==> config.mk <==
export PLATFORM = sky130hd
export DESIGN_NAME = rewind_fifo
export DESIGN_NICKNAME = d
export VERILOG_FILES = /design/src/rtl/rewind_fifo_pkg.sv /design/src/rtl/rewind_fifo_ctrl.sv /design/src/rtl/rewind_fifo_data.sv /design/src/rtl/rewind_fifo.sv
export SDC_FILE = /design/constraint.sdc
export NUM_CORES = 1
export LEC_CHECK = 0
export CORE_MARGIN = 2
export CORE_UTILIZATION = 60
export DETAILED_ROUTE_END_ITERATION = 10
export PLACE_DENSITY = 0.83
export SLEW_MARGIN = 10
export SYNTH_ARGS = -nofsm -noshare
export SYNTH_HDL_FRONTEND = slang
export SYNTH_SLANG_ARGS = --single-unit
==> constraint.sdc <==
create_clock -name clk -period 17.9 [get_ports clk]
set_clock_uncertainty 0.1 [all_clocks]
set_input_delay 2.685 -clock clk [delete_from_list [all_inputs] [get_ports clk]]
set_output_delay 2.685 -clock clk [all_outputs]
set_load 0.01 [all_outputs]
==> src/rtl/rewind_fifo_pkg.sv <==
package rewind_fifo_pkg;
  typedef struct packed {
    logic wrEn;
    logic rdEn;
  } fifoStrobe_t;
endpackage

==> src/rtl/rewind_fifo_ctrl.sv <==
module rewind_fifo_ctrl
  import rewind_fifo_pkg::*;
#(
  parameter int DEPTH = 8
) (
  input  logic                       clk,
  input  logic                       rstN,
  input  logic                       pushEn,
  input  logic                       popEn,
  input  logic                       rewindEn,
  input  logic                       flushEn,
  output fifoStrobe_t                strobe,
  output logic [$clog2(DEPTH)-1:0]   wrAddr,
  output logic [$clog2(DEPTH)-1:0]   rdAddr,
  output logic [$clog2(DEPTH):0]     count,
  output logic                       full,
  output logic                       empty
);
  localparam int AW = $clog2(DEPTH);
  localparam int PW = AW + 1;
  localparam logic [PW-1:0] DEPTH_P = PW'(DEPTH);
  localparam logic [PW-1:0] ONE_P   = PW'(1);
  localparam logic [PW-1:0] TWO_P   = PW'(2);

  logic [PW-1:0] wrPtr, rdPtr, histCnt;
  logic [PW-1:0] freeNow, wrNext, rdNext, histSum, freeNext;
  logic          pushOk, popOk, rewOk;

  // occupancy from the wrap-bit pointers
  assign count = wrPtr - rdPtr;
  assign full  = (count == DEPTH_P);
  assign empty = (count == '0);
  assign freeNow = DEPTH_P - count;

  always_comb begin
    pushOk = pushEn && !full && !flushEn;
    popOk  = popEn && !empty && !flushEn;
    // rewind needs an intact history word and room for it (plus the push)
    rewOk  = rewindEn && !popEn && !flushEn && (histCnt != '0) &&
             (freeNow >= (pushOk ? TWO_P : ONE_P));
    wrNext = wrPtr + PW'(pushOk);
    rdNext = rdPtr + PW'(popOk) - PW'(rewOk);
    histSum  = histCnt + PW'(popOk) - PW'(rewOk);
    freeNext = DEPTH_P - (wrNext - rdNext);
  end

  always_ff @(posedge clk or negedge rstN) begin
    if (!rstN) begin
      wrPtr   <= '0;
      rdPtr   <= '0;
      histCnt <= '0;
    end else if (flushEn) begin
      rdPtr   <= wrPtr;
      histCnt <= '0;
    end else begin
      wrPtr   <= wrNext;
      rdPtr   <= rdNext;
      // history slots past the free space have been reused by pushes
      histCnt <= (histSum > freeNext) ? freeNext : histSum;
    end
  end

  assign strobe.wrEn = pushOk;
  assign strobe.rdEn = popOk;
  assign wrAddr = wrPtr[AW-1:0];
  assign rdAddr = rdPtr[AW-1:0];
endmodule

==> src/rtl/rewind_fifo_data.sv <==
module rewind_fifo_data
  import rewind_fifo_pkg::*;
#(
  parameter int DATA_W = 16,
  parameter int DEPTH  = 8
) (
  input  logic                       clk,
  input  logic                       rstN,
  input  fifoStrobe_t                strobe,
  input  logic [$clog2(DEPTH)-1:0]   wrAddr,
  input  logic [$clog2(DEPTH)-1:0]   rdAddr,
  input  logic [DATA_W-1:0]          pushData,
  output logic [DATA_W-1:0]          dataOut,
  output logic [DATA_W-1:0]          headData
);
  logic [DATA_W-1:0] mem [DEPTH];

  always_ff @(posedge clk) begin
    if (strobe.wrEn) mem[wrAddr] <= pushData;
  end

  assign headData = mem[rdAddr];

  always_ff @(posedge clk or negedge rstN) begin
    if (!rstN)            dataOut <= '0;
    else if (strobe.rdEn) dataOut <= mem[rdAddr];
  end
endmodule

==> src/rtl/rewind_fifo.sv <==
module rewind_fifo
  import rewind_fifo_pkg::*;
#(
  parameter int DATA_W = 16,
  parameter int DEPTH  = 8
) (
  input  logic                     clk,
  input  logic                     rstN,
  input  logic                     pushEn,
  input  logic [DATA_W-1:0]        pushData,
  input  logic                     popEn,
  input  logic                     rewindEn,
  input  logic                     flushEn,
  output logic [DATA_W-1:0]        dataOut,
  output logic [DATA_W-1:0]        headData,
  output logic [$clog2(DEPTH):0]   count,
  output logic                     full,
  output logic                     empty
);
  localparam int AW = $clog2(DEPTH);

  fifoStrobe_t     strobe;
  logic [AW-1:0]   wrAddr, rdAddr;

  rewind_fifo_ctrl #(.DEPTH(DEPTH)) ctrl_i (
    .clk(clk), .rstN(rstN), .pushEn(pushEn), .popEn(popEn),
    .rewindEn(rewindEn), .flushEn(flushEn), .strobe(strobe),
    .wrAddr(wrAddr), .rdAddr(rdAddr), .count(count),
    .full(full), .empty(empty)
  );

  rewind_fifo_data #(.DATA_W(DATA_W), .DEPTH(DEPTH)) data_i (
    .clk(clk), .rstN(rstN), .strobe(strobe), .wrAddr(wrAddr),
    .rdAddr(rdAddr), .pushData(pushData), .dataOut(dataOut),
    .headData(headData)
  );
endmodule

==> impl_results.md <==
- Status: finished, final reports clean
- EDFF count, synth: 128
- Seq/Total Area, Yosys: 0.6741
- Num rows: 38
- Startpoint types: primary input
- Clk_lat worst skew: 0.52 ns
- Initial DRC count: 360
- VDD IR max: 0.1984 mV
- Die ar.: 12100 um2
- Post-Route Utilization: 0.7484
- Placed cells: 590
- Syn nets: 445
- Cell area after synthesis: 6741 um2
- Clk slew on worst S/H paths: 0.06 ns
- Post-synth ARST share: 0.1795
- DR vias: 3660
- Startpoint of the worst hold path: data_i.dataOut[15]$_DFFE_PN0P_
- Seq pwr share: 0.295
- Crit-path cells: clkdlybuf4s50_1, inv_1, nand2_1, o21bai_2, ha_1, nand2b_1, a221oi_1, a21oi_2, xor2_1, ha_1, fa_1, ha_1, ha_1, inv_1, fa_1, xor2_1, xnor2_1, xnor2_1, xnor2_1, ha_1, and4_1, a21oi_1, mux2i_1, nor2_1
- Nets: 518
- Yosys reg bits: 156
- Final Critical Period: 8.345 ns
- Crit-path max cell delay: 0.76 ns
- MaxCap Viol Count: 0
- Post-synthesis cell type count: 36
- RSZ-0062 raised after global routing: no
- Worst hold slack: 0.4041 ns
- Pwr Density: 205.1 nW/um2
- Crit end category: register
- Grt ovf: 0
- Post-route ant nets: 0
- Largest net degree at the start of global routing: 35
- CTS sink count: 156
- TritonCTS clock tree: built
- Vias in the first global route: 3975
- Ys Warns: 0
- Switching share of total power: 0.3527
- Top post-synthesis cells by area: edfxtp_1 (57%), mux4_2 (11%), dfrtp_1 (10%), ha_1 (4.3%), nand2_1 (3.3%)
- Layout cells sized above 1: 0.2116
- N_diodes: 0
- Post-DP HPWL: 7.823 mm
- Synth area leader: edfxtp_1
- Routed WL: 13.96 mm
- CTS root buf: clkbuf_8
- CTS H-tree lvls: 4
- Crit. Startpoint: flushEn
- Pins Over Slew Limit: 0
- Post-CTS Resized: 0
- Worst Setup Path Type: primary input to register
- Gr busiest metal: met2
- Slowest CP cell: clkdlybuf4s50_1
- Routed len/inst: 22.44 um
- Die Height: 110 um
- Max clock buf depth: 2
- Reg2reg start: ctrl_i.rdPtr[2]$_DFF_PN0_
- Clk pwr share: 0.219
- Slew Limit Headroom: 0.3621
- Hold crit path type: register to register
- IO Pins: 60
- Final Instance Area: 8149 um2
- Hold buffers post-CTS: 0
- Final hold vios: 0
- Post-synthesis average cell area: 17.02 um2
- Synth Flop Type: edfxtp_1
- Initial Util: 0.6192
- Met2 usage: 0.4365
- Internal: 1.082 mW
- Post-synthesis cell count: 396
- Placed inst area: 7537 um2
- Critical path fanouts, max: 13
- Via density: 5.884
- F_max: 119.8 MHz
- Initial antenna violation count: 0
- Worst path arrival time: 8.64 ns
- DRT Pass-1 Iters: 4
- Critical path required time: 18.19 ns
- DRC Markers: 0
- Non-Filler Instances: 622
- Overall Power: 1.671 mW
- Setup_tns: 0 ns
- Setup WS post-layout: 9.555 ns
- Core area: 10890 um2
- Pre-CTS setup slack: 9.082 ns
- Worst-Margin Slew: 0.9568 ns
- Global-route wire length before repair: 21.93 mm
- Number of setup violations in the final report: 0
- Fin crit share: 0.4662
- GP Congestion: 0.8124
- Power share of the combinational group: 0.486
- Overall routing resource usage: 0.2578
- Proportion of netlist area held by the largest area contributor: 0.5702
- Leakage power: 3.022 nW
- Setup Buffers After CTS: 0
- NetSw: 0.5895 mW
- Met1 usage: 0.3321
- M3 GR Usage: 0.06290
- CTS Buf Count: 17
- Layout area overhead: 20.88%
- Die width: 110 um
- IO buf count: 59
- CP most frequent cell: ha_1
## power by group through the flow
stage | registers [mW] | clock network, mW | logic (mW)
detailed placement | 0.499 | 0 | 0.807
finish | 0.493 | 0.366 | 0.812
CTS | 0.494 | 0.369 | 0.821
global placement | 0.494 | 0 | 0.771
global route | 0.499 | 0.385 | 0.896
floorplan | 0.490 | 0 | 0.548
## critical path, delay by kind of cell
family	cells	cell delay, ns
xor gates and xnor gates	5	0.84
muxes	1	0.25
buffers and inverters	3	1.10
adders and majority gates	7	2.17
and+or+nand+nor	4	0.48
AOI/OAI and AO/OA	4	1.11
## per-layer routing
layer / up-vias / wire (um) / part of all wire
met4: 0 / 180 / 0.013
met3: 19 / 1067 / 0.076
met2: 159 / 7321 / 0.52
met5: - / 0 / 0
li1: 1631 / - / -
met1: 1851 / 5391 / 0.39
## synth_stat cells, types with 2 or more instances
cell type,n
a21oi_1,6
nand2b_1,4
inv_1,24
nor3_1,3
xnor2_1,8
mux2i_1,2
fa_1,4
xor2_1,7
edfxtp_1,128
mux2_4,9
nor4_1,4
buf_2,4
nand3_1,2
a21o_1,2
mux2_2,8
nor2_1,8
xnor2_2,2
dfrtp_1,28
o21ai_0,5
mux4_2,32
ha_1,23
clkbuf_1,9
and4_1,3
nand2_1,59
## final timing paths
kind	slack, ns	cells past startpoint	end
max reg2reg	9.83	26	ctrl_i.histCnt[0]$_DFF_PN0_
min in group asynchronous	2.48	2	ctrl_i.rdPtr[3]$_DFF_PN0_
max	9.56	24	ctrl_i.histCnt[0]$_DFF_PN0_
max in group asynchronous	14.87	2	ctrl_i.rdPtr[0]$_DFF_PN0_
min reg2reg	0.40	1	data_i.dataOut[15]$_DFFE_PN0P_
min	0.40	1	data_i.dataOut[15]$_DFFE_PN0P_
## final cells by class
cell class                      instances  area [um2]
Clock inverter                         14       193.9
Inverter                               26       97.59
Fill cell                             633        2739
Clock buffer                           18       417.9
Sequential cell                       156        4546
Tap cell                              140       175.2
Timing Repair Buffer                   68       658.1
Multi-Input combinational cell        200        2061
## sequential cells by signal, indices dropped and copies added (netlist names)
| name | count |
|---|---|
| ctrl_i.rdPtr | 4 |
| data_i.mem | 128 |
| ctrl_i.histCnt | 4 |
| data_i.dataOut | 16 |
| ctrl_i.wrPtr | 4 |
## cells in the final DEF (no fill, tap or decap), drive strengths merged, types with 5 or more instances in the layout
cell,Yosys,final
a21oi,7,7
buf,5,9
clkbuf,9,18
clkdlybuf4s50,0,59
clkinv,1,6
dfrtp,28,28
edfxtp,128,128
ha,23,23
inv,25,26
mux2,17,17
mux4,32,32
nand2,59,59
nor2,8,8
o21ai,5,5
xnor2,10,10
xor2,7,7
## cell families after synthesis
kind of cell               synth area share
DFF                                  0.6741
adders and majority gates           0.05457
and+or+nand+nor                     0.05438
AOI/OAI and AO/OA                   0.02004
buffers and inverters               0.02543
muxes                                0.1433
xor gates and xnor gates            0.02821
(Power assumes the default switching activity.)
